===== src/rtl/segstk_pkg.sv =====
package segstk_pkg;

    localparam int SEG_W     = 16;
    localparam int OFF_W     = 16;
    localparam int DATA_W    = 16;
    localparam int SEG_SHIFT = 4;
    localparam int PA_W      = SEG_W + SEG_SHIFT;

    localparam logic [OFF_W-1:0] PTR_STEP = OFF_W'(DATA_W / 8);

    typedef enum logic [1:0] {
        OP_SET_SEG = 2'b00,
        OP_SET_PTR = 2'b01,
        OP_PUSH    = 2'b10,
        OP_POP     = 2'b11
    } stk_op_e;

    typedef enum logic {
        ST_IDLE = 1'b0,
        ST_WAIT = 1'b1
    } stk_state_e;

    typedef struct packed {
        logic              valid;
        logic              wr;
        logic [OFF_W-1:0]  off;
        logic [DATA_W-1:0] wdata;
    } mem_req_t;

    function automatic logic [OFF_W-1:0] ptr_down(input logic [OFF_W-1:0] p);
        return p - PTR_STEP;
    endfunction

    function automatic logic [OFF_W-1:0] ptr_up(input logic [OFF_W-1:0] p);
        return p + PTR_STEP;
    endfunction

    function automatic logic [PA_W-1:0] phys_addr(input logic [SEG_W-1:0] seg,
                                                  input logic [OFF_W-1:0] off);
        logic [PA_W-1:0] base;
        logic [PA_W-1:0] ext;
        base = {seg, {SEG_SHIFT{1'b0}}};
        ext  = PA_W'(off);
        return base + ext;
    endfunction

endpackage


===== src/rtl/segstk_regs.sv =====
module segstk_regs
    import segstk_pkg::*;
(
    input  logic             clk,
    input  logic             rst,
    input  logic             seg_we,
    input  logic [SEG_W-1:0] seg_wdata,
    input  logic             ptr_we,
    input  logic [OFF_W-1:0] ptr_wdata,
    input  logic             mark_we,
    output logic [SEG_W-1:0] seg_q,
    output logic [OFF_W-1:0] ptr_q,
    output logic [OFF_W-1:0] mark_q
);

    always_ff @(posedge clk) begin
        if (rst) begin
            seg_q  <= '0;
            ptr_q  <= '0;
            mark_q <= '0;
        end else begin
            if (seg_we)  seg_q  <= seg_wdata;
            if (ptr_we)  ptr_q  <= ptr_wdata;
            if (mark_we) mark_q <= ptr_wdata;
        end
    end


    mark_follow_chk: assert property (@(posedge clk) disable iff (rst)
        mark_we |=> (mark_q == ptr_q));

endmodule


===== src/rtl/segstk_agen.sv =====
module segstk_agen
    import segstk_pkg::*;
(
    input  logic [SEG_W-1:0] seg,
    input  logic [OFF_W-1:0] off,
    output logic [PA_W-1:0]  addr
);

    always_comb begin
        addr = phys_addr(seg, off);
    end

endmodule


===== src/rtl/segstk_ctrl.sv =====
module segstk_ctrl
    import segstk_pkg::*;
(
    input  logic              clk,
    input  logic              rst,
    input  logic              op_valid,
    input  logic [1:0]        op_kind,
    input  logic [DATA_W-1:0] op_data,
    input  logic [OFF_W-1:0]  ptr_q,
    input  logic [OFF_W-1:0]  mark_q,
    input  logic              mem_ack,
    input  logic [DATA_W-1:0] mem_rdata,
    output logic              seg_we,
    output logic [SEG_W-1:0]  seg_wdata,
    output logic              ptr_we,
    output logic [OFF_W-1:0]  ptr_wdata,
    output logic              mark_we,
    output mem_req_t          req_q,
    output logic              busy,
    output logic              pop_valid,
    output logic [DATA_W-1:0] pop_data,
    output logic              underflow
);

    stk_state_e state_q;
    stk_op_e    op;
    logic       accept;
    logic       at_mark;
    logic       rd_done;

    assign op      = stk_op_e'(op_kind);
    assign busy    = (state_q == ST_WAIT);
    assign accept  = op_valid && !busy;
    assign at_mark = (ptr_q == mark_q);
    assign rd_done = busy && mem_ack && !req_q.wr;

    always_comb begin
        seg_we    = 1'b0;
        seg_wdata = SEG_W'(op_data);
        ptr_we    = 1'b0;
        ptr_wdata = ptr_q;
        mark_we   = 1'b0;
        if (accept) begin
            case (op)
                OP_SET_SEG: seg_we = 1'b1;
                OP_SET_PTR: begin
                    ptr_we    = 1'b1;
                    mark_we   = 1'b1;
                    ptr_wdata = OFF_W'(op_data);
                end
                OP_PUSH: begin
                    ptr_we    = 1'b1;
                    ptr_wdata = ptr_down(ptr_q);
                end
                default: ;
            endcase
        end else if (rd_done) begin
            ptr_we    = 1'b1;
            ptr_wdata = ptr_up(ptr_q);
        end
    end

    always_ff @(posedge clk) begin
        if (rst) begin
            state_q   <= ST_IDLE;
            req_q     <= '0;
            pop_valid <= 1'b0;
            pop_data  <= '0;
            underflow <= 1'b0;
        end else begin
            pop_valid <= 1'b0;
            underflow <= 1'b0;
            case (state_q)
                ST_IDLE: begin
                    if (op_valid) begin
                        if (op == OP_PUSH) begin
                            req_q   <= '{valid: 1'b1, wr: 1'b1,
                                         off: ptr_down(ptr_q), wdata: op_data};
                            state_q <= ST_WAIT;
                        end else if (op == OP_POP) begin
                            if (at_mark) begin
                                underflow <= 1'b1;
                            end else begin
                                req_q   <= '{valid: 1'b1, wr: 1'b0,
                                             off: ptr_q, wdata: '0};
                                state_q <= ST_WAIT;
                            end
                        end
                    end
                end
                ST_WAIT: begin
                    if (mem_ack) begin
                        req_q.valid <= 1'b0;
                        state_q     <= ST_IDLE;
                        if (!req_q.wr) begin
                            pop_valid <= 1'b1;
                            pop_data  <= mem_rdata;
                        end
                    end
                end
                default: state_q <= ST_IDLE;
            endcase
        end
    end


    push_step_chk: assert property (@(posedge clk) disable iff (rst)
        (accept && op == OP_PUSH) |=> (ptr_q == OFF_W'($past(ptr_q) - 16'd2)));


    pop_step_chk: assert property (@(posedge clk) disable iff (rst)
        rd_done |=> (ptr_q == OFF_W'($past(ptr_q) + 16'd2)));


    pop_pulse_chk: assert property (@(posedge clk) disable iff (rst)
        pop_valid |=> !pop_valid);


    uf_quiet_chk: assert property (@(posedge clk) disable iff (rst)
        underflow |-> (!req_q.valid && $stable(ptr_q)));


    req_hold_chk: assert property (@(posedge clk) disable iff (rst)
        (req_q.valid && !mem_ack) |=> (req_q.valid && $stable(req_q.off) && $stable(req_q.wr)));

endmodule


===== src/rtl/seg_stack_engine.sv =====
module seg_stack_engine
    import segstk_pkg::*;
(
    input  logic        clk,
    input  logic        rst,
    input  logic        op_valid,
    input  logic [1:0]  op_kind,
    input  logic [15:0] op_data,
    output logic        busy,
    output logic        underflow,
    output logic        pop_valid,
    output logic [15:0] pop_data,
    output logic [15:0] seg_val,
    output logic [15:0] ptr_val,
    output logic        mem_req,
    output logic        mem_we,
    output logic [19:0] mem_addr,
    output logic [15:0] mem_wdata,
    input  logic        mem_ack,
    input  logic [15:0] mem_rdata
);

    logic             seg_we;
    logic [SEG_W-1:0] seg_wdata;
    logic             ptr_we;
    logic [OFF_W-1:0] ptr_wdata;
    logic             mark_we;
    logic [SEG_W-1:0] seg_q;
    logic [OFF_W-1:0] ptr_q;
    logic [OFF_W-1:0] mark_q;
    mem_req_t         req_q;
    logic [PA_W-1:0]  pa;

    segstk_ctrl u_ctrl (
        .clk       (clk),
        .rst       (rst),
        .op_valid  (op_valid),
        .op_kind   (op_kind),
        .op_data   (op_data),
        .ptr_q     (ptr_q),
        .mark_q    (mark_q),
        .mem_ack   (mem_ack),
        .mem_rdata (mem_rdata),
        .seg_we    (seg_we),
        .seg_wdata (seg_wdata),
        .ptr_we    (ptr_we),
        .ptr_wdata (ptr_wdata),
        .mark_we   (mark_we),
        .req_q     (req_q),
        .busy      (busy),
        .pop_valid (pop_valid),
        .pop_data  (pop_data),
        .underflow (underflow)
    );

    segstk_regs u_regs (
        .clk       (clk),
        .rst       (rst),
        .seg_we    (seg_we),
        .seg_wdata (seg_wdata),
        .ptr_we    (ptr_we),
        .ptr_wdata (ptr_wdata),
        .mark_we   (mark_we),
        .seg_q     (seg_q),
        .ptr_q     (ptr_q),
        .mark_q    (mark_q)
    );

    segstk_agen u_agen (
        .seg  (seg_q),
        .off  (req_q.off),
        .addr (pa)
    );

    assign seg_val   = seg_q;
    assign ptr_val   = ptr_q;
    assign mem_req   = req_q.valid;
    assign mem_we    = req_q.wr;
    assign mem_addr  = pa;
    assign mem_wdata = req_q.wdata;


    busy_req_chk: assert property (@(posedge clk) disable iff (rst)
        mem_req |-> busy);


    seg_frozen_chk: assert property (@(posedge clk) disable iff (rst)
        (busy && !mem_ack) |=> $stable(seg_val));

endmodule


===== config.mk =====
export PLATFORM = sky130hd
export DESIGN_NAME = seg_stack_engine
export DESIGN_NICKNAME = d
export VERILOG_FILES = /design/src/rtl/segstk_pkg.sv /design/src/rtl/segstk_regs.sv /design/src/rtl/segstk_agen.sv /design/src/rtl/segstk_ctrl.sv /design/src/rtl/seg_stack_engine.sv
export SDC_FILE = /design/constraint.sdc
export NUM_CORES = 1
export LEC_CHECK = 0
export BUFFER_PORTS_ARGS = -buffer_cell sky130_fd_sc_hd__buf_2
export CAP_MARGIN = 20
export CORE_ASPECT_RATIO = 1.75
export CORE_MARGIN = 4
export CORE_UTILIZATION = 50
export DETAILED_ROUTE_END_ITERATION = 7
export HOLD_SLACK_MARGIN = 0.06
export PLACE_DENSITY = 0.74
export SYNTH_ARGS = -nofsm -noshare
export SYNTH_HDL_FRONTEND = slang
export SYNTH_SLANG_ARGS = --single-unit

===== constraint.sdc =====
create_clock -name clk -period 4.8 [get_ports clk]
set_input_delay 0.96 -clock clk [delete_from_list [all_inputs] [get_ports clk]]
set_output_delay 0.96 -clock clk [all_outputs]
set_load 0.005 [all_outputs]

==> metrics.md <==
| Metric | Value |
|---|---|
| Outcome | finished, final reports clean |
| Worst-path fanout max | 6 |
| Relative slew slack | 44.4% |
| Startpoint types | flip-flop |
| Unrepaired setup endpoints after global routing | false |
| Final hold violations | 0 |
| Hold_sp | u_ctrl.req_q[33] |
| Antenna-violating nets left | 0 |
| Slew Viols, Final | 0 |
| Drt drc | 0 |
| R2R Path Start | u_regs.ptr_q[7] |
| Synth warn | 0 |
| Pre-antenna DRT Iters | 5 |
| Hold Crit Class | flip-flop to flip-flop |
| Die Y | 150 um |
| Routed wire length | 17.9 mm |
| Area of the core | 0.0112 sq mm |
| Clk_lat worst skew | 0.35 ns |
| WL per Instance | 19.6 um |
| Hpwl dp | 13.7 mm |
| Final period util | 76.5% |
| Layout cell share with drive strength beyond 1 | 20.5% |
| TritonCTS Buffers | 9 |
| Overall Global Routing Usage | 26.9% |
| Level count of the clock H-tree | 3 |
| Synth cell types | 71 |
| Longest Clk Path Bufs | 2 |
| CP Data Arrival Time | 2.71 ns |
| Ys flop type | dfxtp_1 |
| CP Data Required Time | 3.84 ns |
| Routed vias/inst | 6.18 |
| TritonCTS Sinks | 101 |
| Register area share after synthesis | 34.9% |
| Max layer used | met4 |
| First-pass GRT wire length | 28.0 mm |
| Cell Area, Synth | 0.00579 sq mm |
| CTS tree | built |
| GRT overflow | 0 |
| Total of max-cap violations | 0 |
| Root Buffer | clkbuf_16 |
| Routed wl met2 | 9.62 mm |
| Final nets | 839 |
| Hold_ws | 0.455 ns |
| Met1 wire length | 6.50 mm |
| Post-synth EDFFs | 0 |
| Diodes inserted | 0 |
| Vias in the first global route | 5571 |
| IO Port Bufs | 126 |
| # IOs | 127 |
| R2R depth | 5 |
| Setup-failing EPs final | 0 |
| Width of the die | 89.4 um |
| Largest net degree at the start of global routing | 46 |
| Worst VDD drop | 0.229 mV |
| FF+latch count, synth | 101 |
| Die area | 0.0134 sq mm |
| Row cnt | 51 |
| Slew @ Worst Pin | 0.834 ns |
| Worst R2R Setup Slack | 1.81 ns |
| P&R area growth vs syn | 13.0% |
| Commonest non-fill, non-tap cells in the layout | buf_2, nand2_1, dfxtp_1 |
| Met3 wire length | 827 um |
| Crit. End Element | output pin |
| Pleak | 2.72 nW |
| Layout Cells excl Fill | 917 |
| Syn Nets | 772 |
| Initial antenna violation count | 0 |
| Max Fclk | 0.272 GHz |
| Post-cts sizing count | 0 |
| Post-Syn Instances | 714 |
| Placed Instances | 901 |
| Clock skew | 0.00896 ns |
| Setup TNS | 0 ns |
| WHS Endpoint | u_ctrl.req_q[33] |
| RePlAce Congestion | 0.989 |
| Async set or reset register ratio after synthesis | 0% |
| Reg-to-Reg End | u_ctrl.req_q[12] |
| Commonest non-fill, non-tap cell in the layout | buf_2 |
| Initial DRC count | 394 |
| Initial Utilization | 51.6% |
| Period minus WS final | 3.67 ns |
| Hold path cells | 2 |
| CTS Hold Buffers Added | 0 |
| Clock Pin Slew Worst Setup and Hold Paths | 0.07 ns |
| Kind of critical path | flip-flop to output pin |
| Power per cell area | 320 mW/mm^2 |
| Total Power | 0.00209 W |
| Via count | 5665 |
| Syn Area/Cell | 8.11 sq um |
| Postcts setup bufs | 0 |
-- cell families (layout without fill, tap and decap cells) --
| kind of cell | count (synthesis) | count (layout) | synth area share [%] |
|---|---|---|---|
| AO/OA/AOI/OAI | 221 | 221 | 26.4 |
| flip-flops | 101 | 101 | 34.9 |
| XOR/XNOR | 39 | 39 | 5.90 |
| AND/OR/NAND/NOR | 226 | 226 | 18.7 |
| buffers and inverters | 100 | 171 | 8.38 |
| multiplexers | 7 | 7 | 1.21 |
| adder cells (fa/ha/maj) | 20 | 20 | 4.45 |
-- stage by stage --
stage                     cell area (sq um)  worst slack, ns  utilization (%)
final                                  6550             1.13             58.3
after detailed placement               6240             1.25             55.6
after floorplan                        5790             1.81                -
after CTS                              6530             1.15             58.2
after global routing                   6550             1.05             58.3
after global placement                 6240             1.40             55.6
-- report_power, final --
part / internal (W) / switching [W] / total [W]
clock network: 0.000401 / 0.000309 / 0.000710
registers: 0.000879 / 0.0000602 / 0.000940
logic: 0.000174 / 0.000269 / 0.000444
total: 0.00145 / 0.000639 / 0.00209
-- metal layers --
layer / track usage (%) / vias to the layer above
met1: 28.9 / 2679
met5: 0 / -
li1: - / 2708
met3: 3.94 / 58
met2: 47.9 / 220
met4: 16.1 / 0
-- worst max-delay path, stage by stage, from the launching register on --
cell     delay (ns)
dfxtp_1        0.32
ha_1           0.22
fa_1           0.41
a21o_1         0.20
a21oi_1        0.27
o211a_1        0.34
nor3_1         0.10
or3_1          0.36
buf_2          0.13
-- cells in the mapped netlist, types with 3 or more instances --
master       n  share of area (%)
ha_1        19                4.1
nand2b_1     3               0.32
a31oi_1     10                1.1
nand4_1     11                1.2
nor2b_1      4               0.43
a311oi_1     4               0.60
buf_6        3               0.58
buf_1        3               0.19
a221oi_1     4               0.60
buf_4       21                2.7
nand3b_1     3               0.39
a2111oi_0    6               0.91
clkbuf_1    44                2.9
nor3_1      18                1.6
nor4_2       3               0.65
o32ai_1      3               0.45
o211ai_1     6               0.78
nor2_1      35                2.3
o21ai_1      3               0.26
a21o_1       6               0.78
o21ai_0     22                1.9
nor4_1       4               0.43
dfxtp_1    101                 35
a211oi_1    33                4.3
or3_1        6               0.65
xnor2_1     30                4.5
and3_1       6               0.65
inv_1       21                1.4
xor2_1       9                1.4
o41ai_1      4               0.60
a22o_1      16                2.4
mux2i_1      7                1.2
nand2_1    103                6.7
buf_2        7               0.60
o31ai_1      7               0.91
nand3_1     16                1.4
a21oi_1     68                5.9
-- flip-flops by register name, indices dropped and copies added (netlist names) --
| register | count |
|---|---|
| u_regs.seg_q | 16 |
| u_regs.mark_q | 16 |
| u_ctrl.pop_valid | 1 |
| u_regs.ptr_q | 16 |
| u_ctrl.req_q | 34 |
| u_ctrl.pop_data | 16 |
| u_ctrl.busy | 1 |
| u_ctrl.underflow | 1 |
-- cell type report --
cell class / count / area (sq um)
clock buffer: 9 / 225
clock inverter: 6 / 65.1
fill: 1060 / 4690
inverter: 22 / 82.6
multi-input combinational: 513 / 3290
sequential: 101 / 2020
tap: 132 / 165
timing repair buffer: 134 / 694
-- worst max-delay path by stage --
stage,from,to,slack (ns),cells after the start
after floorplan,u_regs.seg_q[0],mem_addr[18],1.81,7
after global placement,op_kind[0],u_ctrl.req_q[13],1.40,6
after detailed placement,op_kind[0],u_ctrl.req_q[12],1.25,6
after CTS,u_regs.seg_q[0],mem_addr[18],1.15,8
after global routing,u_regs.seg_q[0],mem_addr[18],1.05,8
final,u_regs.seg_q[0],mem_addr[18],1.13,8
No activity file was read; power rests on OpenSTA's default activity.
